--- src/rtl/irq_daisy_pkg.sv ---
package irq_daisy_pkg;
    typedef enum logic [2:0] {
        S_IDLE    = 3'd0,
        S_WAIT    = 3'd1,
        S_LOAD_PC = 3'd2,
        S_LOAD_PS = 3'd3,
        S_DONE    = 3'd4
    } arb_state_t;
endpackage

--- src/rtl/irq_chain_cell.sv ---
module irq_chain_cell #(
    parameter int VW = 16
) (
    input  logic          clk,
    input  logic          rst_n,
    input  logic          req_i,
    input  logic [VW-1:0] vec_i,
    input  logic          gin_i,
    output logic          gout_o,
    output logic          ack_o,
    output logic [VW-1:0] vec_o
);
    logic gin_q;
    logic held_q;
    logic take;

    // decision made on grant arrival, then frozen while the grant stays up
    assign take   = gin_i & (gin_q ? held_q : req_i);
    assign gout_o = gin_i & ~take;
    assign ack_o  = take;
    assign vec_o  = take ? vec_i : '0;

    always_ff @(posedge clk or negedge rst_n) begin
        if (!rst_n) begin
            gin_q  <= 1'b0;
            held_q <= 1'b0;
        end else begin
            gin_q <= gin_i;
            if (gin_i && !gin_q)
                held_q <= req_i;
        end
    end
endmodule

--- src/rtl/irq_level_chain.sv ---
module irq_level_chain #(
    parameter int NDEV = 3,
    parameter int VW   = 16
) (
    input  logic               clk,
    input  logic               rst_n,
    input  logic               grant_i,
    input  logic [NDEV-1:0]    req_i,
    input  logic [NDEV*VW-1:0] vec_i,
    output logic [NDEV-1:0]    ack_o,
    output logic [VW-1:0]      vec_o,
    output logic               tail_o,
    output logic               pend_o
);
    logic [NDEV:0]      chain;
    logic [NDEV*VW-1:0] cell_vec;

    assign chain[0] = grant_i;
    assign tail_o   = chain[NDEV];
    assign pend_o   = |req_i;

    for (genvar d = 0; d < NDEV; d++) begin : g_cell
        irq_chain_cell #(.VW(VW)) u_cell (
            .clk    (clk),
            .rst_n  (rst_n),
            .req_i  (req_i[d]),
            .vec_i  (vec_i[d*VW +: VW]),
            .gin_i  (chain[d]),
            .gout_o (chain[d+1]),
            .ack_o  (ack_o[d]),
            .vec_o  (cell_vec[d*VW +: VW])
        );
    end

    always_comb begin
        vec_o = '0;
        for (int d = 0; d < NDEV; d++)
            vec_o = vec_o | cell_vec[d*VW +: VW];
    end
endmodule

--- src/rtl/irq_arb_fsm.sv ---
module irq_arb_fsm
    import irq_daisy_pkg::*;
#(
    parameter int          NLVL     = 4,
    parameter int          VW       = 16,
    parameter int          BASE_PRI = 4,
    parameter int          TMO      = 16,
    parameter logic [15:0] SPUR_VEC = 16'h0004
) (
    input  logic            clk,
    input  logic            rst_n,
    input  logic [2:0]      cpu_pri,
    input  logic [NLVL-1:0] lvl_req,
    input  logic            any_ack,
    input  logic [VW-1:0]   ack_vec,
    output logic [NLVL-1:0] grant,
    output logic            mem_rd,
    output logic [VW-1:0]   mem_addr,
    input  logic [VW-1:0]   mem_rdata,
    output logic [VW-1:0]   vec_addr,
    output logic [VW-1:0]   new_pc,
    output logic [VW-1:0]   new_psw,
    output logic            vec_done,
    output logic            spurious
);
    localparam int LW = (NLVL > 1) ? $clog2(NLVL) : 1;
    localparam int CW = (TMO > 1) ? $clog2(TMO) : 1;

    arb_state_t      st, st_nx;
    logic [LW-1:0]   top, lvl_q;
    logic            found, go, expire;
    logic [CW-1:0]   cnt_q;
    logic [VW-1:0]   vec_q, pc_q, psw_q;
    logic            spur_q;

    // highest pending level: ascending scan, last hit wins
    always_comb begin
        top   = '0;
        found = 1'b0;
        for (int k = 0; k < NLVL; k++) begin
            if (lvl_req[k]) begin
                top   = LW'(k);
                found = 1'b1;
            end
        end
    end

    assign go     = found && ((BASE_PRI + int'(top)) > int'(cpu_pri));
    assign expire = (cnt_q == CW'(TMO - 1));

    always_ff @(posedge clk or negedge rst_n) begin
        if (!rst_n) st <= S_IDLE;
        else        st <= st_nx;
    end

    always_comb begin
        st_nx = st;
        unique case (st)
            S_IDLE:    if (go) st_nx = S_WAIT;
            S_WAIT:    if (any_ack || expire) st_nx = S_LOAD_PC;
            S_LOAD_PC: st_nx = S_LOAD_PS;
            S_LOAD_PS: st_nx = S_DONE;
            S_DONE:    st_nx = S_IDLE;
            default:   st_nx = S_IDLE;
        endcase
    end

    always_ff @(posedge clk or negedge rst_n) begin
        if (!rst_n) begin
            lvl_q  <= '0;
            cnt_q  <= '0;
            vec_q  <= '0;
            pc_q   <= '0;
            psw_q  <= '0;
            spur_q <= 1'b0;
        end else begin
            unique case (st)
                S_IDLE: if (go) begin
                    lvl_q  <= top;
                    cnt_q  <= '0;
                    spur_q <= 1'b0;
                end
                S_WAIT: begin
                    if (any_ack) begin
                        vec_q <= {ack_vec[VW-1:1], 1'b0};
                    end else if (expire) begin
                        vec_q  <= VW'(SPUR_VEC);
                        spur_q <= 1'b1;
                    end else begin
                        cnt_q <= cnt_q + 1'b1;
                    end
                end
                S_LOAD_PC: pc_q  <= mem_rdata;
                S_LOAD_PS: psw_q <= mem_rdata;
                S_DONE:    ;
                default:   ;
            endcase
        end
    end

    always_comb begin
        for (int k = 0; k < NLVL; k++)
            grant[k] = (st == S_WAIT) && (lvl_q == LW'(k));
        mem_rd   = (st == S_LOAD_PC) || (st == S_LOAD_PS);
        mem_addr = (st == S_LOAD_PS) ? vec_q + VW'(2) : vec_q;
        vec_done = (st == S_DONE);
        spurious = (st == S_DONE) && spur_q;
    end

    assign vec_addr = vec_q;
    assign new_pc   = pc_q;
    assign new_psw  = psw_q;
endmodule

--- src/rtl/irq_daisy_ctrl.sv ---
module irq_daisy_ctrl #(
    parameter int          NLVL     = 4,
    parameter int          NDEV     = 3,
    parameter int          VW       = 16,
    parameter int          BASE_PRI = 4,
    parameter int          TMO      = 16,
    parameter logic [15:0] SPUR_VEC = 16'h0004
) (
    input  logic                    clk,
    input  logic                    rst_n,
    input  logic [2:0]              cpu_pri,
    input  logic [NLVL*NDEV-1:0]    dev_req,
    input  logic [NLVL-1:0]         stray_req,
    input  logic [NLVL*NDEV*VW-1:0] dev_vec,
    output logic [NLVL-1:0]         bus_grant,
    output logic [NLVL*NDEV-1:0]    dev_ack,
    output logic [NLVL-1:0]         chain_tail,
    output logic                    mem_rd,
    output logic [VW-1:0]           mem_addr,
    input  logic [VW-1:0]           mem_rdata,
    output logic [VW-1:0]           vec_addr,
    output logic [VW-1:0]           new_pc,
    output logic [VW-1:0]           new_psw,
    output logic                    vec_done,
    output logic                    spurious
);
    localparam int LVW = NDEV * VW;

    logic [NLVL-1:0]    pend;
    logic [NLVL-1:0]    lvl_line;
    logic [NLVL*VW-1:0] lvl_vec;
    logic [VW-1:0]      ack_vec;

    for (genvar k = 0; k < NLVL; k++) begin : g_lvl
        irq_level_chain #(.NDEV(NDEV), .VW(VW)) u_chain (
            .clk     (clk),
            .rst_n   (rst_n),
            .grant_i (bus_grant[k]),
            .req_i   (dev_req[k*NDEV +: NDEV]),
            .vec_i   (dev_vec[k*LVW +: LVW]),
            .ack_o   (dev_ack[k*NDEV +: NDEV]),
            .vec_o   (lvl_vec[k*VW +: VW]),
            .tail_o  (chain_tail[k]),
            .pend_o  (pend[k])
        );
        assign lvl_line[k] = pend[k] | stray_req[k];
    end

    always_comb begin
        ack_vec = '0;
        for (int k = 0; k < NLVL; k++)
            ack_vec = ack_vec | lvl_vec[k*VW +: VW];
    end

    irq_arb_fsm #(
        .NLVL(NLVL), .VW(VW), .BASE_PRI(BASE_PRI), .TMO(TMO), .SPUR_VEC(SPUR_VEC)
    ) u_fsm (
        .clk       (clk),
        .rst_n     (rst_n),
        .cpu_pri   (cpu_pri),
        .lvl_req   (lvl_line),
        .any_ack   (|dev_ack),
        .ack_vec   (ack_vec),
        .grant     (bus_grant),
        .mem_rd    (mem_rd),
        .mem_addr  (mem_addr),
        .mem_rdata (mem_rdata),
        .vec_addr  (vec_addr),
        .new_pc    (new_pc),
        .new_psw   (new_psw),
        .vec_done  (vec_done),
        .spurious  (spurious)
    );
endmodule

--- config.mk ---
export PLATFORM = sky130hd
export DESIGN_NAME = irq_daisy_ctrl
export DESIGN_NICKNAME = d
export VERILOG_FILES = /design/src/rtl/irq_daisy_pkg.sv /design/src/rtl/irq_chain_cell.sv /design/src/rtl/irq_level_chain.sv /design/src/rtl/irq_arb_fsm.sv /design/src/rtl/irq_daisy_ctrl.sv
export SDC_FILE = /design/constraint.sdc
export NUM_CORES = 1
export LEC_CHECK = 0
export ABC_CLOCK_PERIOD_IN_PS = 3200
export BUFFER_PORTS_ARGS = -buffer_cell sky130_fd_sc_hd__buf_4
export CORE_MARGIN = 2
export CORE_UTILIZATION = 30
export DETAILED_ROUTE_END_ITERATION = 16
export GPL_ROUTABILITY_DRIVEN = 0
export SLEW_MARGIN = 20
export SYNTH_ARGS = -nofsm -noshare
export SYNTH_HDL_FRONTEND = slang
export SYNTH_SLANG_ARGS = --single-unit
export TNS_END_PERCENT = 100
--- constraint.sdc ---
create_clock -name clk -period 3.2 [get_ports clk]
set_input_delay 0.16 -clock clk [delete_from_list [all_inputs] [get_ports clk]]
set_output_delay 0.16 -clock clk [all_outputs]
set_load 0.05 [all_outputs]
# Yosys cells after proc, flatten, opt, wreduce, memory -nomap -nowiden
# Cells that the tools add are included.
# totals
register_bits,82
output_inout_bits,87
inputBits,229
# classes
addsub,3
magnitude_cmp,1
n_mux,45
n_eq_ne,13
bitwise_logic,51
n_reduce_logical,46
# op_table
cell,n
16-bit two-way mux,15
16-bit OR,11
32-bit by 4-bit > comparator with 1-bit output,1
1-bit AND,24
1-bit two-way mux,20
1-bit logical AND,18
16-bit by 2-bit adder with 16-bit output (second input constant),1
1-bit logical NOT,12
4-bit two-way mux,3
1-bit inverter,12
3-bit case mux with 4 select lines,1
12-bit OR reduction,1
3-bit OR reduction,4
4-bit case mux with 2 select lines,1
4-bit AND reduction,2
3-bit by 2-bit == test with 1-bit output (second input constant),2
3-bit two-way mux,2
2-bit by 1-bit inequality test with 1-bit output (second input constant),3
2-bit AND reduction,3
3-bit by 2-bit adder with 4-bit output (first input constant),1
4-bit by 1-bit adder with 4-bit output (second input constant),1
2-bit == test (second input constant),2
4-bit == test (second input constant),1
2-bit two-way mux,2
10 further kinds,16

# Logic depth before layout (Yosys ltp)
# depth
depth_word,15
depth_mapped,10
mapped_depth_nobuf,10

# Hierarchy
# A second synthesis with hierarchy kept.
# unflattened
cells_unflattened,627
hier_area_um2,5959.5
# modules_own_cells
mod,instances,area_each_um2,seq_area_each_um2,cells_each
irq_arb_fsm,1,2707.6,1426.4,223
irq_chain_cell,12,221.5,50.0,26
irq_level_chain,4,106.4,0.0,17
irq_daisy_ctrl,1,168.9,0.0,24

# Least setup slack after synthesis
# Ideal clock, no wire load.
# synth_timing
kind,register to output
start,reg u_fsm.st[1]
end,out mem_addr[12]
t_arrival_ns,3.184
path_stages_with_launch,9
path_buffers,1
path_slack_ns,-0.144
cell_sequence,dfrtp_1 buf_2 nor2b_1 nand2_1 inv_1 and3_1 and3_1 nand4_1 xnor2_1
# synth_between
elab_chain_cells,2
# synth_lines
element,line,source
from (decl),irq_arb_fsm.sv:29,"arb_state_t st, st_nx;"
from (signal assigned),irq_arb_fsm.sv:53,else st <= st_nx;
3-bit by 2-bit == test with 1-bit output,irq_arb_fsm.sv:105,mem_addr = (st == S_LOAD_PS) ? vec_q + VW'(2) : vec_q;
16-bit two-way mux,irq_arb_fsm.sv:105,
to (decl),irq_daisy_ctrl.sv:19,"output logic [VW-1:0] mem_addr,"
# Every way passes these cells.

# Worst setup path after layout
# layout_timing
start,reg u_fsm.st[2]
end,out dev_ack[2]
# layout_between
elab_chain_cells,9
# layout_lines
element,line,source
3-bit by 1-bit == test with 1-bit output *,irq_arb_fsm.sv:103,grant[k] = (st == S_WAIT) && (lvl_q == LW'(k));
1-bit logical AND *,irq_arb_fsm.sv:103,
1-bit AND,irq_chain_cell.sv:18,assign take = gin_i & (gin_q ? held_q : req_i);
1-bit inverter,irq_chain_cell.sv:19,assign gout_o = gin_i & ~take;
1-bit AND *,irq_chain_cell.sv:19,
via g_lvl[0].u_chain.g_cell[0].u_cell.gout_o,irq_chain_cell.sv:9,"output logic gout_o,"
1-bit AND,irq_chain_cell.sv:18,
1-bit inverter,irq_chain_cell.sv:19,
1-bit AND *,irq_chain_cell.sv:19,
1-bit AND *,irq_chain_cell.sv:18,
to (decl),irq_daisy_ctrl.sv:16,"output logic [NLVL*NDEV-1:0] dev_ack,"
# The timed path passes the listed nets; every way through them passes the cells marked *.

==> results by group <==
Critical path
  – Reg-to-reg critical path startpoint: u_fsm.st[2]
  – Worst r2r dst: u_fsm.vec_addr[11]
  – CP startpoint kind: register
  – Reg2Reg Depth: 7
  – Crit-path slowest cell: or4b_4
  – Crit path launch: u_fsm.st[2]
  – Endpoint type of the worst setup path: output port
  – Critical path, cell by cell: or4b_4 > nor2_1 > nand2_1 > inv_1 > and3_1 > buf_4
  – WP buf/inv: 2
  – CP max stage delay: 0.61 ns
  – Critical path class: reg -> out
  – CP Data Required Time: 3.04 ns
  – CP max FO: 11
  – Critical path arrival: 2.75 ns
  – R2R Setup Slk: 0.56 ns
  – Crit path max-delay family: simple AND/OR/NAND/NOR gates
  – Cell depth of the worst setup path: 6
  – Critical Path End: dev_ack[2]

Floorplanning
  – Die area: 18320 um2
  – # IOs: 316
  – Number of cell rows: 48
  – Die Height: 135.3 um
  – Initial Util: 0.3034
  – Die span in x: 135.3 um
  – Total core area: 17060 um2

Routing
  – Vias per cell: 5.178
  – Post-route antenna net violation count: 0
  – DRT iter0 DRCs: 311
  – Wirelength per Cell: 20.19 um
  – Vias post-DR: 5634
  – Pre-antenna DRT Iters: 5
  – DR DRC count: 0
  – DRT Wirelength: 21.97 mm

Timing
  – Period minus WS final: 2.909 ns
  – RSZ-0062 raised after global routing: no
  – F_max: 343.8 MHz
  – Final Cycle Share: 0.9089
  – Worst slew margin: 0.4881
  – Hold Vio Cnt, Final: 0
  – Fin Clk Skew: 0.007868 ns
  – Count of final setup violators: 0
  – Setup_tns: 0 ns
  – Worst-Margin Slew: 0.7679 ns
  – Final Max Tran Viols: 0

Yosys
  – Top-count cell post-synth: nand2_1
  – Register area share after synthesis: 0.3917
  – Synth unique cells: 58
  – Synthesized netlist cell count: 566
  – FFs w/ async S/R, synth: 1.000
  – Post-Syn Area per Cell: 9.143 um2
  – Synth cell count leaders: 87 x nand2_1, 81 x dfrtp_1, 57 x a22oi_1, 34 x mux2_2, 32 x nand3_1
  – Number of synthesized flops with an enable pin: 0
  – Most used DFF post-synth: dfrtp_1
  – Synth area leaders: dfrtp_1 39%, a22oi_1 8.3%, mux2_2 7.4%, nand2_1 6.3%, buf_4 3.2%
  – FF+latch count, synth: 81
  – Yosys top cell by area: dfrtp_1
  – Synth top area share: 0.3917
  – Cell Area, Synth: 5175 um2
  – Warnings, synthesis: 0

Placement
  – DP Cell Count: 1063
  – DP HPWL: 17.15 mm
  – Port-buffer cells: 301

Clock tree
  – CTS sink count: 81
  – Clock latency on the worst-skew pair: 0.35 ns
  – Setup Buffers After CTS: 0
  – CTS tree: yes
  – Clk root buf: clkbuf_16
  – Worst-path clk slew: 0.06 ns
  – CTS HTree Levels: 3
  – CTS Buf Count: 9
  – Clk buf depth: 2
  – Hold_buf cts: 8
  – CTS resizes: 0

Hold path
  – Min-delay worst type: in -> reg

Global routing
  – Number of global-route vias before repair: 5612
  – Initial antenna violation count: 0
  – GRT overflow: 0
  – Largest net degree at the start of global routing: 82
  – GRT Resource Usage Total: 0.2351
  – First-pass GRT wire length: 32.18 mm

Final layout
  – Fin cells: 1088
  – Ant diodes: 0
  – Fillcell total: 1689
  – Final Net Count: 1091
  – Area grow syn2layout: 55.25%
  – Share of cells above drive strength 1: 0.4577

Pwr
  – P_leak: 3.815 nW
  – Worst VDD drop: 633.2 uV
  – Pwr dens: 888.9 nW/um2

Status
  – Outcome: completed

Run
  – # Max-Cap Violations: 0
==> final cells by class <==
cell class | count | area (um2) | share of cell area
flip-flops and latches | 81 | 2027 | 0.2523
inverters | 29 | 108.9 | 0.01355
repair buffers | 335 | 2541 | 0.3163
multi-input cells | 402 | 2779 | 0.3459
clock buffers | 9 | 225.2 | 0.02803
well taps | 225 | 281.5 | 0.03504
clock inverters | 7 | 71.32 | 0.008877
==> worst min-delay path by stage <==
stage | from | end | slack, ns | cells past startpoint
floorplan | rst_n | g_lvl[0].u_chain.g_cell[0].u_cell.gin_q | -0.14 | 0
detailed placement | mem_rdata[0] | u_fsm.new_psw[0] | 0.36 | 3
global placement | mem_rdata[5] | u_fsm.new_psw[5] | 0.36 | 3
global route | mem_rdata[9] | u_fsm.new_psw[9] | 0.02 | 3
finish | mem_rdata[6] | u_fsm.new_psw[6] | 0.01 | 3
CTS | mem_rdata[8] | u_fsm.new_psw[8] | 0.0003 | 3
==> logic make-up after synthesis <==
family                   count (synthesis)  share of synthesized area
AND/OR/NAND/NOR                        209                     0.2118
AO/OA/AOI/OAI                          127                     0.1830
buffers and inverters                   84                    0.08124
flip-flops                              81                     0.3917
multiplexers                            46                    0.09816
XOR/XNOR                                14                    0.02369
adder cells (fa/ha/maj)                  4                   0.009672
other                                    1                  0.0007246
==> state kept, by name, indices dropped and copies added (netlist names) <==
signal and flops:
u_fsm.spur_q 1, u_fsm.new_psw 16, g_lvl.u_chain.g_cell.u_cell.held_q 12, u_fsm.st 3
u_fsm.new_pc 16, g_lvl.u_chain.g_cell.u_cell.gin_q 12, u_fsm.lvl_q 2, u_fsm.cnt_q 4
u_fsm.vec_addr 15
==> placed cells by master (no fill, tap or decap), drive strengths merged, types with 18 or more instances in the layout <==
master  instances
dfrtp          81
mux2           35
nand2          87
inv            29
a22oi          57
nand3          33
a21oi          18
nor2           21
buf           326
==> stage by stage <==
stage               hold WS (ns)  power, mW  cell area, um2  worst slack (ns)    util
global placement          0.3606      6.061            7644            0.5263  0.4481
global route             0.01506      7.522            8034            0.1302  0.4710
CTS                    0.0003324      7.188            8020            0.2765  0.4702
finish                   0.01187      7.142            8034            0.2914  0.4710
detailed placement        0.3624      6.092            7644            0.4745  0.4481
floorplan                -0.1356      4.641            5201          0.005725       -
==> worst reg2reg max path, cell delays in order (launching register included) <==
cell,delay (ns)
dfrtp_1,0.51
nand4bb_2,0.43
buf_4,0.29
nor4_4,0.57
buf_4,0.29
a22oi_1,0.12
and4_1,0.24
o2111ai_1,0.11
==> report_power, final <==
part / internal (mW) / switching [mW]
combinational: 1.53 / 2.77
clock: 0.605 / 0.453
sequential: 1.44 / 0.350
==> per-layer routing <==
metal | part of all wire | track usage | vias up
met5 | 0 | 0 | -
met4 | 0.019 | 0.07523 | 0
met3 | 0.085 | 0.06547 | 28
met2 | 0.50 | 0.4109 | 249
met1 | 0.40 | 0.2798 | 2702
li1 | - | - | 2655
Power figures use the tool's default switching activity.
